<file path="src/rtl/nco_div_pkg.sv">
`timescale 1ns/1ps
package nco_div_pkg;
    typedef enum logic [1:0] {
        ST_IDLE,
        ST_WALK,
        ST_DONE
    } walk_st_e;

    typedef enum logic {
        OP_ENC = 1'b0,
        OP_DEC = 1'b1
    } op_e;
endpackage

</file>
<file path="src/rtl/lfsr_stepper.sv">
`timescale 1ns/1ps
// One Galois step: shift right, fold the tap mask in when a 1 leaves.
module lfsr_stepper #(
    parameter int LFSR_W = 11,
    parameter int POLY   = 32'hA01
) (
    input  logic [LFSR_W-1:0] cur,
    output logic [LFSR_W-1:0] nxt
);
    localparam logic [LFSR_W-1:0] TAP = LFSR_W'(POLY >> 1);

    always_comb begin
        nxt = cur >> 1;
        if (cur[0]) begin
            nxt = (cur >> 1) ^ TAP;
        end
    end
endmodule

</file>
<file path="src/rtl/div_splitter.sv">
`timescale 1ns/1ps
// Splits an integer divisor into table index and fine part, with range test.
module div_splitter #(
    parameter int LFSR_W     = 11,
    parameter int FINE_W     = 2,
    parameter int COARSE_OFS = 2
) (
    input  logic [LFSR_W+FINE_W:0] div,
    output logic [LFSR_W-1:0]      idx,
    output logic [FINE_W-1:0]      fine,
    output logic                   bad
);
    localparam int DIV_W = LFSR_W + FINE_W + 1;
    localparam int CRS_W = DIV_W - FINE_W;
    localparam int HI    = COARSE_OFS + (1 << LFSR_W);

    logic [CRS_W-1:0] coarse;

    assign coarse = div[DIV_W-1:FINE_W];
    assign fine   = div[FINE_W-1:0];
    assign bad    = (int'(coarse) < COARSE_OFS) || (int'(coarse) >= HI);
    assign idx    = LFSR_W'(coarse - CRS_W'(COARSE_OFS));
endmodule

</file>
<file path="src/rtl/nco_div_codec.sv">
`timescale 1ns/1ps
module nco_div_codec
    import nco_div_pkg::*;
#(
    parameter int                 LFSR_W     = 11,
    parameter int                 POLY       = 32'hA01,
    parameter logic [LFSR_W-1:0]  SEED       = '1,
    parameter int                 FINE_W     = 2,
    parameter int                 COARSE_OFS = 2
) (
    input  logic                          clk,
    input  logic                          rst_n,
    input  logic                          start,
    input  logic                          op,
    input  logic [LFSR_W+FINE_W:0]        div_in,
    input  logic [LFSR_W+FINE_W-1:0]      code_in,
    output logic                          busy,
    output logic                          done,
    output logic                          err,
    output logic [LFSR_W+FINE_W-1:0]      code_out,
    output logic [LFSR_W+FINE_W:0]        div_out
);
    localparam int CODE_W = LFSR_W + FINE_W;
    localparam int DIV_W  = CODE_W + 1;
    localparam int SPAN   = 1 << LFSR_W;
    localparam int PERIOD = SPAN - 1;

    walk_st_e            st, st_n;
    op_e                 op_q;
    logic [FINE_W-1:0]   fine_q;
    logic [LFSR_W-1:0]   goal_q;
    logic [LFSR_W-1:0]   lfsr_q;
    logic [LFSR_W-1:0]   cnt_q;
    logic [CODE_W-1:0]   code_q;
    logic [DIV_W-1:0]    divo_q;
    logic                err_q;

    logic [LFSR_W-1:0]   step_nxt;
    logic [LFSR_W-1:0]   cnt_inc;
    logic [LFSR_W-1:0]   sp_idx;
    logic [FINE_W-1:0]   sp_fine;
    logic                sp_bad;
    logic                enc_hit, dec_hit, exhaust, quick;
    logic [LFSR_W-1:0]   in_field;
    logic [DIV_W-1:0]    dec_div;

    lfsr_stepper #(.LFSR_W(LFSR_W), .POLY(POLY)) u_step (
        .cur (lfsr_q),
        .nxt (step_nxt)
    );

    div_splitter #(.LFSR_W(LFSR_W), .FINE_W(FINE_W), .COARSE_OFS(COARSE_OFS)) u_split (
        .div  (div_in),
        .idx  (sp_idx),
        .fine (sp_fine),
        .bad  (sp_bad)
    );

    assign in_field = code_in[CODE_W-1:FINE_W];
    assign cnt_inc  = cnt_q + 1'b1;
    assign enc_hit  = (op_q == OP_ENC) && (cnt_inc == goal_q);
    assign dec_hit  = (op_q == OP_DEC) && (step_nxt == goal_q);
    assign exhaust  = (cnt_inc == LFSR_W'(PERIOD));
    assign quick    = (op_e'(op) == OP_ENC) ? (sp_bad || (sp_idx == '0))
                                            : (in_field == '0);
    assign dec_div  = DIV_W'((SPAN - int'(cnt_inc) + COARSE_OFS) * (1 << FINE_W)
                             + int'(fine_q));

    // Next-state logic
    always_comb begin
        st_n = st;
        unique case (st)
            ST_IDLE: if (start) st_n = quick ? ST_DONE : ST_WALK;
            ST_WALK: if (enc_hit || dec_hit || exhaust) st_n = ST_DONE;
            ST_DONE: st_n = ST_IDLE;
            default: st_n = ST_IDLE;
        endcase
    end

    // State register
    always_ff @(posedge clk or negedge rst_n) begin
        if (!rst_n) st <= ST_IDLE;
        else        st <= st_n;
    end

    // Datapath and result registers
    always_ff @(posedge clk or negedge rst_n) begin
        if (!rst_n) begin
            op_q   <= OP_ENC;
            fine_q <= '0;
            goal_q <= '0;
            lfsr_q <= SEED;
            cnt_q  <= '0;
            code_q <= '0;
            divo_q <= '0;
            err_q  <= 1'b0;
        end else begin
            unique case (st)
                ST_IDLE: if (start) begin
                    op_q   <= op_e'(op);
                    lfsr_q <= SEED;
                    cnt_q  <= '0;
                    if (op_e'(op) == OP_ENC) begin
                        fine_q <= sp_fine;
                        goal_q <= LFSR_W'(SPAN - int'(sp_idx));
                        err_q  <= sp_bad;
                        code_q <= sp_bad ? '0 : {{LFSR_W{1'b0}}, sp_fine};
                    end else begin
                        fine_q <= code_in[FINE_W-1:0];
                        goal_q <= in_field;
                        err_q  <= 1'b0;
                        divo_q <= DIV_W'(COARSE_OFS * (1 << FINE_W)
                                         + int'(code_in[FINE_W-1:0]));
                    end
                end
                ST_WALK: begin
                    lfsr_q <= step_nxt;
                    cnt_q  <= cnt_inc;
                    if (enc_hit)      code_q <= {step_nxt, fine_q};
                    else if (dec_hit) divo_q <= dec_div;
                    else if (exhaust) err_q  <= 1'b1;
                end
                ST_DONE: ;
                default: ;
            endcase
        end
    end

    assign busy     = (st != ST_IDLE);
    assign done     = (st == ST_DONE);
    assign err      = err_q;
    assign code_out = code_q;
    assign div_out  = divo_q;

    // completion is a single-cycle pulse
    p_done_pulse_r8: assert property (@(posedge clk) disable iff (!rst_n)
        done |=> !done);

    // the step counter never runs past one full period
    p_walk_bound_r8: assert property (@(posedge clk) disable iff (!rst_n)
        (st == ST_WALK) |-> (cnt_q < LFSR_W'(PERIOD)));

    // a walking register never falls into the all-zero lockup state
    p_lfsr_live_r2: assert property (@(posedge clk) disable iff (!rst_n)
        (st == ST_WALK) |-> (lfsr_q != '0));

    // a start while busy leaves the captured request untouched
    p_busy_hold_r9: assert property (@(posedge clk) disable iff (!rst_n)
        (busy && start) |=> ($stable(op_q) && $stable(goal_q) && $stable(fine_q)));

    // a refused encode presents an all-zero word
    p_bad_zero_r5: assert property (@(posedge clk) disable iff (!rst_n)
        (done && err && (op_q == OP_ENC)) |-> (code_out == '0));

    // a successful decode never returns less than the smallest legal divisor
    p_dec_floor_r6: assert property (@(posedge clk) disable iff (!rst_n)
        (done && !err && (op_q == OP_DEC)) |-> (int'(div_out) >= COARSE_OFS * (1 << FINE_W)));
endmodule

</file>
<file path="config.mk">
export PLATFORM = sky130hd
export DESIGN_NAME = nco_div_codec
export DESIGN_NICKNAME = d
export VERILOG_FILES = /design/src/rtl/nco_div_pkg.sv /design/src/rtl/lfsr_stepper.sv /design/src/rtl/div_splitter.sv /design/src/rtl/nco_div_codec.sv
export SDC_FILE = /design/constraint.sdc
export NUM_CORES = 1
export LEC_CHECK = 0
export BUFFER_PORTS_ARGS = -buffer_cell sky130_fd_sc_hd__buf_2
export CAP_MARGIN = 10
export CORE_MARGIN = 2
export CORE_UTILIZATION = 45
export DETAILED_ROUTE_END_ITERATION = 16
export PLACE_DENSITY = 0.65
export SLEW_MARGIN = 20
export SYNTH_ARGS = -nofsm -noshare
export SYNTH_HDL_FRONTEND = slang
export SYNTH_SLANG_ARGS = --single-unit
</file>
<file path="constraint.sdc">
create_clock -name clk -period 2.92 [get_ports clk]
set_clock_uncertainty 0.2 [all_clocks]
set_input_delay 0.438 -clock clk [delete_from_list [all_inputs] [get_ports clk]]
set_output_delay 0.438 -clock clk [all_outputs]
set_load 0.05 [all_outputs]
</file>
==> results list, run 1 <==
- CTS built an H-tree with a depth of 3.
- In the synthesized netlist the async set-or-reset flop fraction comes to 100%.
- The repair_antennas step left the layout with diodes totalling 0.
- The die covers 0.0105 mm².
- Dominant cell type by area after synthesis: dfrtp_1
- Dominant cell type by count on the critical path: nand4_2
- Share of the synthesized area in the top cell type: 31.5%
- The slowest stage of the critical path belongs to the cell dfrtp_1.
- Placeable Area: 0.00933 mm²
- STA classifies the critical path startpoint as a register.
- Cell area reported after detailed placement: 0.00484 mm²
- Worst slew margin relative to its limit: 35.8%
- In this run the remaining antenna-violating nets after routing total 0.
- STA classifies the critical path endpoint as a register.
- The post-route netlist has 23.2% of its cells at a drive strength greater than 1.
- The cell sitting at the root of the clock tree is a clkbuf_8.
- Number of warnings reported in the yosys synthesis log: 0
* Post-synthesis cell area: 0.00436 mm²
* Wirelength, routed: 10500 µm
- The internal power of the cells totals 2.55 mW.
- Before CTS, the worst setup slack after placement is -0.0224 ns.
- Post-Layout Cell Count: 690
* Residual DRC count: 0
- Setup repair after global routing missed its margin: no
- Pin count of the biggest net entering global routing: 37
- Result of the run: finished, final reports clean
- Measured along the x axis, the die boundary spans 102 µm.
- TritonCTS clock tree: done
* Reg clk slew, reported paths: 0.08 ns
- Register Area: 0.00167 mm²
- Fin nets: 593
- Number of hold violations in the final report: 0
- Clock sink count: 66
- In this run, distinct cell masters in the synthesized netlist total 60.
* Most common library cells after synthesis: nand2_1 (75), dfrtp_1 (55), o21ai_0 (40)
* Top fanout value on the critical path: 11
- Detailed placement HPWL: 7920 µm
- Final critical-path share of the clock period: 93.5%
- Slowest cell delay on critical path: 0.45 ns
- The worst hold path belongs to the class input pin to register.
* Worst Path Class, Setup: register to register
- Wire length of the first global-routing pass: 17500 µm
- Leakage power: 2.25 nW
* Share of power burned in registers: 34.2%
* Vias in the first global route: 3614
* CP arrival: 2.81 ns
- Combinational share of power: 48.1%
- The first TritonRoute pass finished after 5 iterations.
* Final weighted congestion in routability-driven placement: 0.895
* Port buffer count: 60
* Violation count after the first detailed-routing iteration: 233
- Post-synth net total: 534
- Clock Power Share: 17.7%
* Overall global routing resource usage: 21.2%
* Crit path required time: 3.01 ns
* Setup-violating endpoint count in the final report: 0
- The routed layout has 3813 vias.
* Vias/cell: 5.53
- In the synthesized netlist, the number of instances is 497.
- Across the VDD grid, the largest voltage drop is 0.000364 V.
- The share of the Yosys chip area taken by registers is 38.2%.
* Final setup margin: 0.191 ns
- The total overflow left after global routing is 0.
* Post-detailed-route wirelength per cell: 15.2 µm
- The finished cells cover 0.00508 mm².
- Slew @ Worst Pin: 0.958 ns
- The initial utilization of the core area, before any placement, comes to 46.8%.
- In this run the power density over the cells is 912 mW/mm².
- The later pin in the worst-skew pair is clocked with a latency of 0.36 ns.
- P&R area growth vs syn: 16.3%
- Overall power consumption: 4.63 mW
* Slew Viols, Final: 0
* Number of synthesized register bits: 66
- The number of antenna violations at the first check in global routing was 0.
* Most frequent cell after synthesis: nand2_1
- Total I/O pin count: 61
- TritonCTS created 9 clock buffers.
* Fill cell instance count of the final layout: 879
- Fraction of power spent switching nets: 45.0%
* Main area contributors after synthesis: dfrtp_1 (32%), xnor2_1 (7.4%), dfstp_2 (6.6%)
- The kind of cell with the highest combined delay along the critical path is simple AND/OR/NAND/NOR gates.
* Area taken by multi-input logic gates: 0.00248 mm²
* Primary flip-flop cell chosen by synthesis mapping: dfrtp_1
- In this run, placement finished with an instance count of 673.
- Max-Cap Viols: 0
- Maximum achievable frequency: 366 MHz
- Switching power: 2.08 mW
* Crit path buf inv count: 1
- Synthesized area per cell: 8.78 µm²
- Chip height: 102 µm
* Number of flops mapped to enable cells by yosys: 0
* Floorplan row count: 35
- Sequence of cells on the critical path: ha_2, nand4_2, or3_1, a2111o_1, nand3b_1, nand4_2, nor2_2, buf_12, mux2i_1
- Counting I/O delays and the setup requirement, the final critical path takes 2.73 ns.
- Hold slack final: 0.199 ns
- Maximum buffer depth of the clock tree: 2
[placed cells by master (no fill, tap or decap), drive strengths merged, types with 10 or more instances in the layout]
| cell type | netlist | final |
|---|---|---|
| inv | 18 | 21 |
| clkbuf | 22 | 10 |
| mux2i | 18 | 18 |
| nand3 | 13 | 13 |
| o31ai | 12 | 12 |
| buf | 11 | 80 |
| xor2 | 11 | 11 |
| a21oi | 22 | 22 |
| dfrtp | 55 | 55 |
| nand2 | 75 | 75 |
| o211ai | 14 | 14 |
| nor2 | 29 | 29 |
| dfstp | 11 | 11 |
| nand2b | 10 | 10 |
| o21ai | 40 | 40 |
| xnor2 | 37 | 37 |
| nand4 | 10 | 10 |
[flip-flops by register name, summed over array words and instances, names as in the netlist]
register  count
cnt_q        11
lfsr_q       11
err           1
fine_q        2
code_out     13
div_out      14
st            2
goal_q       11
op_q          1
[worst min-delay path, stage by stage]
cell     delay [ns]
buf_2          0.09
mux2i_1        0.05
o21ai_0        0.14
[power by group through the flow]
stage	Combinational (mW)	Sequential [mW]	Clock, mW
after floorplan	1.55	1.71	0
after global placement	2.17	1.59	0
after detailed placement	2.21	1.60	0
after CTS	2.23	1.58	0.830
after global routing	2.46	1.63	0.879
final	2.23	1.58	0.819
[metal layers]
layer	vias to the layer above	part of all wire [%]	wire [µm]	global-route usage, %
met1	1833	46	4820	28.6
li1	1858	-	-	-
met4	0	2.0	206	7.28
met3	20	4.2	445	4.72
met5	-	0	0	0
met2	102	48	5040	33.7
[per-stage QoR]
stage	setup TNS (ns)	utilization, %
4_1_cts	0	54.2
3_3_place_gp	0	51.9
6_report	0	54.4
3_5_place_dp	-0.0224	51.9
5_1_grt	0	54.4
2_1_floorplan	0	-
[worst paths after layout]
check | from | to | slack, ns | depth (start not counted)
setup / recovery | cnt_q[0]$_DFFE_PN0P_ | code_out[5]$_DFFE_PN0P_ | 0.19 | 9
setup reg to reg | cnt_q[0]$_DFFE_PN0P_ | code_out[5]$_DFFE_PN0P_ | 0.19 | 9
min in group asynchronous | rst_n | cnt_q[3]$_DFFE_PN0P_ | 0.46 | 2
hold reg to reg | div_out[0]$_DFFE_PN0P_ | div_out[0]$_DFFE_PN0P_ | 0.27 | 1
max in group asynchronous | rst_n | goal_q[9]$_DFFE_PN0P_ | 1.43 | 3
hold / removal | div_in[1] | fine_q[1]$_DFFE_PN0P_ | 0.20 | 3
[cell families (layout without fill, tap and decap cells)]
logic type	count (synthesis)	count (layout)	share of synthesized area (%)
multiplexers	19	19	4.39
adder cells (fa/ha/maj)	6	6	1.72
AO/OA/AOI/OAI	116	116	17.6
AND/OR/NAND/NOR	188	188	21.7
buffers and inverters	51	115	5.22
XOR/XNOR	51	51	11.2
flip-flops	66	66	38.2
[timing repair]
item | CTS | global route
resized for setup | 0 | 4
hold buffers | 1 | 0
setup buffers | 0 | 0
endpoints found under the hold margin | 19 | 0
setup endpoints to repair | 0 | 13
[final cells by class]
class / count / share of cell area [%]
clock buffers: 10 / 2.71
clock inverters: 6 / 1.43
inverters: 18 / 1.33
multi-input cells: 380 / 49.0
flip-flops and latches: 66 / 32.8
well taps: 129 / 3.18
repair buffers: 81 / 9.56
Power figures use the tool's default switching activity.
==> run 2: changes to the inputs <==
Settings changed: CORE_ASPECT_RATIO from default to 1.2.
==> run 2 against run 1 <==
Effect of this change: non-clock buffer count is 4 lower; combinational power barely moved; critical path depth fell by 2; power is 6.0% higher; clock-buffer cell count decreased by 1; critical endpoint is now div_out[5]$_DFFE_PN0P_; clock power up 36%.
==> results list, run 2 (synthesized netlist as in run 1, its figures left out) <==
- Result of the run: finished, final reports clean (unchanged)
* Residual overflow from global routing: 0 (unchanged)
* Final weighted congestion in routability-driven placement: 0.954 (was 0.895)
- The clock network power share came to 22.7% (was 17.7%).
- The cell depth of the worst min-delay path came to 3 (unchanged).
- Slew Viols, Final: 0 (unchanged)
* Setup repair after global routing missed its margin: no (unchanged)
- The number of hold-slack violations in the final timing report was 0 (unchanged).
* R2r worst-path depth: 7 (was 9)
- Chip height: 112 µm (was 102 µm)
- The post-route clock period utilization is 92.4% (was 93.5%).
* Pin count of the biggest net entering global routing: 67 (was 37)
- The maximum single-stage delay on the critical path is 0.47 ns (was 0.45 ns).
* Total I/O pin count: 61 (unchanged)
* Critical Path Start: goal_q[8]$_DFFE_PN0P_ (was cnt_q[0]$_DFFE_PN0P_)
* Endpoint of the worst hold path: goal_q[3]$_DFFE_PN0P_ (was fine_q[1]$_DFFE_PN0P_)
- Leakage power: 2.28 nW (was 2.25 nW)
* Switching power: 2.11 mW (was 2.08 mW)
* Placeable Area: 0.00947 mm² (was 0.00933 mm²)
- Detailed-route via count: 3786 (was 3813)
* Post-Layout Cell Count: 680 (was 690)
- Maximum buffer depth of the clock tree: 2 (unchanged)
* Residual DRC count: 0 (unchanged)
- Vias in the first global route: 3774 (was 3614)
* Overall power consumption: 4.91 mW (was 4.63 mW)
- Reg2reg setup slack: 0.22 ns (was 0.19 ns)
- The reg-to-reg critical path startpoint is goal_q[8]$_DFFE_PN0P_ (was cnt_q[0]$_DFFE_PN0P_).
- Clock sink count: 66 (unchanged)
- The number of maximum-capacitance violations was 0 (unchanged).
- Accumulated negative setup slack: 0 ns (unchanged)
- Floorplan die area: 0.0105 mm² (about the same)
* Number of search-and-repair iterations in the first detailed-routing pass: 4 (was 5)
- The largest fanout of any net on the critical path is 23 (was 11).
- The first-pass GRT wire length was 18100 µm (was 17500 µm).
- Clock Tree Root: clkbuf_16 (was clkbuf_8)
- The nature of the critical path endpoint is a register (unchanged).
* DIE WIDTH: 93.9 µm (was 102 µm)
* Critical-path cell with the highest stage delay: dfrtp_1 (unchanged)
- Endpoint of the lowest-slack register-to-register path: div_out[5]$_DFFE_PN0P_ (was code_out[5]$_DFFE_PN0P_)
- The mean routed wirelength per cell came to 15.4 µm (was 15.2 µm).
* Clock latency on the worst-skew pair: 0.34 ns (was 0.36 ns)
- Floorplan row count: 39 (was 35)
- The combinational cell fraction of total power is 45.2% (was 48.1%).
* Fin nets: 589 (was 593)
* Reg clk slew, reported paths: 0.06 ns (was 0.08 ns)
- The worst supply voltage drop on vdd came to 0.000371 V (was 0.000364 V).
* Initial antenna violation count: 0 (unchanged)
- Hold path start: code_in[5] (was div_in[1])
* Hold slack final: 0.203 ns (was 0.199 ns)
* Overall global routing resource usage: 21.7% (was 21.2%)
* P&R area growth vs syn: 17.8% (was 16.3%)
- Crit path required time: 2.91 ns (was 3.01 ns)
- CP arrival: 2.69 ns (was 2.81 ns)
- Fill cell instance count of the final layout: 934 (was 879)
- The sum of routed wire length over all layers was 10500 µm (about the same).
- The vias per cell came to 5.57 (was 5.53).
* Antenna Nets Post-Route: 0 (unchanged)
* Share of power burned in registers: 32.2% (was 34.2%)
- Internal: 2.79 mW (was 2.55 mW)
- Number of CTS-inserted buffers: 9 (unchanged)
- Worst slew margin relative to its limit: 33.4% (was 35.8%)
- The peak clock frequency supported by timing is 371 MHz (was 366 MHz).
- Port buffer count: 60 (unchanged)
- Worst Path Class, Setup: register to register (unchanged)
- Sequence of cells on the critical path: xor2_1, or3_1, a2111o_1, or2_4, o2bb2ai_2, nand2_1, o31ai_2 (was ha_2, nand4_2, or3_1, a2111o_1, nand3b_1, nand4_2, nor2_2, buf_12, mux2i_1)
- TritonCTS clock tree: done (unchanged)
- The detailed router's first-iteration violation count was 207 (was 233).
* Largest register FFs: 14 (unchanged)
- Layout cell share with drive strength beyond 1: 22.8% (was 23.2%)
- Final critical-path required period: 2.70 ns (was 2.73 ns)
* Most common library cell in the layout ignoring fill and taps: nand2_1 (unchanged)
- The total instance count after detailed placement came to 663 (was 673).
- Number of levels the H-tree was split into: 3 (unchanged)
- The number of diodes added for antenna fixing is 0 (unchanged).
- The placement-stage worst setup slack is 0.0673 ns (was -0.0224 ns).
- Path type of the worst min-delay path: input pin to register (unchanged)
* Starting density of the core: 46.1% (was 46.8%)
- The type of origin of the critical path is a register (unchanged).
- Fraction of power spent switching nets: 43.1% (was 45.0%)
* Final setup margin: 0.221 ns (was 0.191 ns)
- Top library cells by usage in the layout, fill and taps aside: nand2_1 (75), buf_2 (60), dfrtp_1 (53) (was nand2_1 (75), buf_2 (60), dfrtp_1 (54)).
* Slew @ Worst Pin: 0.993 ns (was 0.958 ns)
- The total half-perimeter wirelength after legalization and detailed placement was 7830 µm (was 7920 µm).
- The total setup violations reported at the end of the flow came to 0 (unchanged).
- Number of setup buffers added after CTS: 0 (unchanged)
- The power density relative to cell area was 955 mW/mm² (was 912 mW/mm²).
## run 2: timing repair
action | 4_1_cts | 5_1_grt
setup endpoints to repair | 0 | 11
hold buffers | 1 | 0
gates resized for setup | 0 | 5
hold endpoints to repair | 55 | 0
## run 2: metal layers
| metal | up-vias | part of all wire (%) | GRT usage (%) |
|---|---|---|---|
| li1 | 1858 | - | - |
| met2 | 97 | 50 | 35.3 |
| met3 | 24 | 3.9 | 3.38 |
| met5 | - | 0 | 0 |
| met1 | 1807 | 43 | 27.4 |
| met4 | 0 | 3.3 | 11.6 |
## run 2: worst max-delay path by stage
stage / to / slack [ns]
2_1_floorplan: code_out[10]$_DFFE_PN0P_ / 0.39
3_3_place_gp: code_out[6]$_DFFE_PN0P_ / 0.22
3_5_place_dp: st[1]$_DFFE_PN0P_ / 0.07
4_1_cts: code_out[2]$_DFFE_PN0P_ / 0.09
5_1_grt: code_out[2]$_DFFE_PN0P_ / 0.006
6_report: div_out[5]$_DFFE_PN0P_ / 0.22
## run 2: area by class of cell
class                           count  area, µm²  share of cell area (%)
Tap cell                          123        154                    2.99
Sequential cell                    66       1670                    32.4
Clock inverter                      7       83.8                    1.63
Clock buffer                        9        225                    4.38
Timing Repair Buffer               77        455                    8.86
Inverter                           18       67.6                    1.31
Multi-Input combinational cell    380       2490                    48.4
## run 2: worst max-delay path, delay by kind of cell (launching register included)
| kind | cells | cell delay [ns] |
|---|---|---|
| xor+xnor | 1 | 0.21 |
| simple gates | 3 | 0.79 |
| flops | 1 | 0.47 |
| compound gates | 3 | 0.88 |
## run 2: per-stage QoR
stage          util [%]  instance area (µm²)
2_1_floorplan         -                 4360
3_3_place_gp       50.7                 4800
3_5_place_dp       50.7                 4800
4_1_cts            54.1                 5120
5_1_grt            54.3                 5140
6_report           54.3                 5140
## run 2: power by group through the flow
stage	sequential [mW]	clock, mW	combinational [mW]
after floorplan	1.71	0	1.55
after global placement	1.58	0	2.16
after detailed placement	1.59	0	2.20
after CTS	1.58	1.14	2.22
after global routing	1.63	1.17	2.46
final	1.58	1.11	2.22
==> run 3: changes to the inputs <==
Settings changed: CTS_BUF_LIST from default to sky130_fd_sc_hd__clkbuf_8.
==> run 3 against run 2 <==
Effect of this change: maximum frequency is 0.12% higher; routed wire length is 0.32% lower; power is 6.2% lower; register-to-register slack hardly changed; via count is 0.53% lower; sequential power hardly changed; first-iteration DRC count is 24% higher; utilization is 1.1 points lower; sequential share of layout area is 0.65 points higher; non-clock buffer count stayed put; critical path type unchanged; largest cell class unchanged; highest routed layer unchanged.
==> results list, run 3 (synthesized netlist as in run 1, its figures left out) <==
- The type of the worst setup path is register to register (unchanged).
- Number of levels the H-tree was split into: 3 (unchanged)
* Overall global routing resource usage: 21.5% (was 21.7%)
- The post-CTS setup-driven buffer insertion count is 0 (unchanged).
- The floorplan row count was 39 (unchanged).
- The largest fanout of any net on the critical path is 13 (was 23).
- Top library cells by usage in the layout, fill and taps aside: nand2_1 (75), buf_2 (60), dfrtp_1 (53) (unchanged)
* Worst slew margin relative to its limit: 33.6% (was 33.4%)
* Final critical-path share of the clock period: 92.3% (was 92.4%)
- Setup-violating endpoint count in the final report: 0 (unchanged)
- The die width came to 93.9 µm (unchanged).
- Residual DRC count: 0 (unchanged)
- The TritonCTS clock tree was done (unchanged).
- The area of all placed cells without fillers was 0.00504 mm² (was 0.00514 mm²).
* Maximum buffer depth of the clock tree: 2 (unchanged)
- The vias per cell is 5.54 (was 5.57).
- The worst path required time was 3.01 ns (was 2.91 ns).
- Highest ir drop seen on vdd: 0.000357 V (was 0.000371 V)
- The cell depth of the worst min-delay path came to 3 (unchanged).
- The classification of the worst-slack hold path was input pin to register (unchanged).
* Starting density of the core: 46.1% (unchanged)
* Most common library cell in the layout ignoring fill and taps: nand2_1 (unchanged)
- Reg clk slew, reported paths: 0.08 ns (was 0.06 ns)
- The slew at the pin closest to its max-slew limit was 0.991 ns (was 0.993 ns).
- Vias in the first global route: 3731 (was 3774)
- The post-layout net count came to 589 (unchanged).
- Wirelength, routed: 10500 µm (about the same)
* Port buffer count: 60 (unchanged)
- The total instance count after detailed placement came to 663 (unchanged).
- Fill cell instance count of the final layout: 946 (was 934)
- Pin count of the biggest net entering global routing: 67 (unchanged)
- The standby leakage power was 2.24 nW (was 2.28 nW).
- Accumulated negative setup slack: 0 ns (unchanged)
- The count of antenna-violating nets left after detailed routing is 0 (unchanged).
* Number of hold violations in the final report: 0 (unchanged)
- The peak clock frequency supported by timing is 371 MHz (about the same).
- Antenna diode count: 0 (unchanged)
- Placeable Area: 0.00947 mm² (unchanged)
- The clock tree root driver cell was clkbuf_8 (was clkbuf_16).
- The CTS sink count was 66 (unchanged).
- Layout cell share with drive strength beyond 1: 22.8% (unchanged)
- Detailed placement HPWL: 7830 µm (unchanged)
* Global route hottest layer: met2 (unchanged)
- Area taken by multi-input logic gates: 0.00249 mm² (unchanged)
- The met2 routing resource usage after global routing is 35.6% (was 35.3%).
* Result of the run: finished, final reports clean (unchanged)
- The number of non-filler instances in the completed layout came to 680 (unchanged).
* Slew Viols, Final: 0 (unchanged)
- The clock insertion delay at the later pin of the skew report is 0.36 ns (was 0.34 ns).
- The number of antenna violations at the first check in global routing is 0 (unchanged).
- The signed area change from the synthesized netlist to the final layout was 15.5% (was 17.8%).
* Number of search-and-repair iterations in the first detailed-routing pass: 4 (unchanged)
- Residual overflow from global routing: 0 (unchanged)
- Areal power density over the cells: 914 mW/mm² (was 955 mW/mm²)
- The first-pass GRT wire length is 18000 µm (was 18100 µm).
- The nature of the critical path endpoint is a register (unchanged).
- The number of CTS-inserted buffers came to 9 (unchanged).
- The mean routed wirelength per cell was 15.4 µm (about the same).
- Global routing usage on met1: 27.5% (was 27.4%)
- Floorplan die area: 0.0105 mm² (unchanged)
- Met3 demand-to-capacity share in global routing: 3.86% (was 3.38%)
- Detailed-route via count: 3766 (was 3786)
* Largest register FFs: 14 (unchanged)
* Cell area reported after detailed placement: 0.00480 mm² (unchanged)
* Chip height: 112 µm (unchanged)
- Total I/O pin count: 61 (unchanged)
- The arrival time of data at the critical path endpoint came to 2.78 ns (was 2.69 ns).
- The shortest period the worst path allows is 2.70 ns (about the same).
* Setup repair after global routing missed its margin: no (unchanged)
- The detailed router's first-iteration violation count is 256 (was 207).
* Max-Cap Viols: 0 (unchanged)
- The type of origin of the critical path was a register (unchanged).
- Register Area: 0.00167 mm² (unchanged)
- Final weighted congestion in routability-driven placement: 0.954 (unchanged)
- The number of cells on the worst reg-to-reg path came to 8 (was 7).
-- run 3: cell counts in the layout (fill, tap and decap cells not counted) --
Identical to the previous run, type by type.
-- run 3: critical path: stages, from the launching register on --
cell and delay [ns]:
dfrtp_1 0.62, nand4_2 0.15, or3_1 0.38, a2111o_1 0.42
nand3b_1 0.14, nand4_2 0.14, nor2_2 0.21, buf_12 0.17
mux2i_1 0.19
-- run 3: cell type report --
type	instances	area share (%)
clock buffers	9	2.46
inverters	18	1.34
multi-input cells	380	49.3
well taps	123	3.05
flip-flops and latches	66	33.1
repair buffers	77	9.04
clock inverters	7	1.66
-- run 3: through the flow --
| step | total power, mW | util, % | hold WS, ns | setup WS, ns |
|---|---|---|---|---|
| after floorplan | 3.25 | - | -0.0576 | 0.386 |
| after global placement | 3.74 | 50.7 | 0.258 | 0.220 |
| after detailed placement | 3.80 | 50.7 | 0.262 | 0.0673 |
| after CTS | 4.62 | 53.0 | 0.170 | 0.0896 |
| after global routing | 4.96 | 53.2 | 0.191 | 0.00143 |
| final | 4.60 | 53.2 | 0.180 | 0.225 |
-- run 3: repair_timing --
item | in CTS | in global routing
endpoints found under the hold margin | 55 | 0
hold buffers | 1 | 0
setup endpoints to repair | 0 | 11
gates resized for setup | 0 | 5
-- run 3: worst paths after layout --
path,start,endpoint,slack [ns]
min in group asynchronous,rst_n,div_out[3]$_DFFE_PN0P_,0.44
hold / removal,code_in[5],goal_q[3]$_DFFE_PN0P_,0.18
hold reg to reg,div_out[13]$_DFFE_PN0P_,div_out[13]$_DFFE_PN0P_,0.28
max in group asynchronous,rst_n,lfsr_q[4]$_DFFE_PN1P_,1.77
setup / recovery,cnt_q[3]$_DFFE_PN0P_,code_out[2]$_DFFE_PN0P_,0.22
setup reg to reg,cnt_q[3]$_DFFE_PN0P_,code_out[2]$_DFFE_PN0P_,0.22
-- run 3: power by group --
part           switching, mW  internal (mW)  total [mW]
logic                   1.35          0.864        2.21
clock network          0.401          0.410       0.811
registers              0.329           1.25        1.58
total                   2.08           2.52        4.60
-- run 3: metal layers --
| metal | part of all wire (%) | vias to the layer above | wire length (µm) |
|---|---|---|---|
| met5 | 0 | - | 0 |
| met4 | 2.4 | 0 | 247 |
| met3 | 3.4 | 19 | 361 |
| met2 | 51 | 87 | 5320 |
| met1 | 43 | 1802 | 4540 |
| li1 | - | 1858 | - |
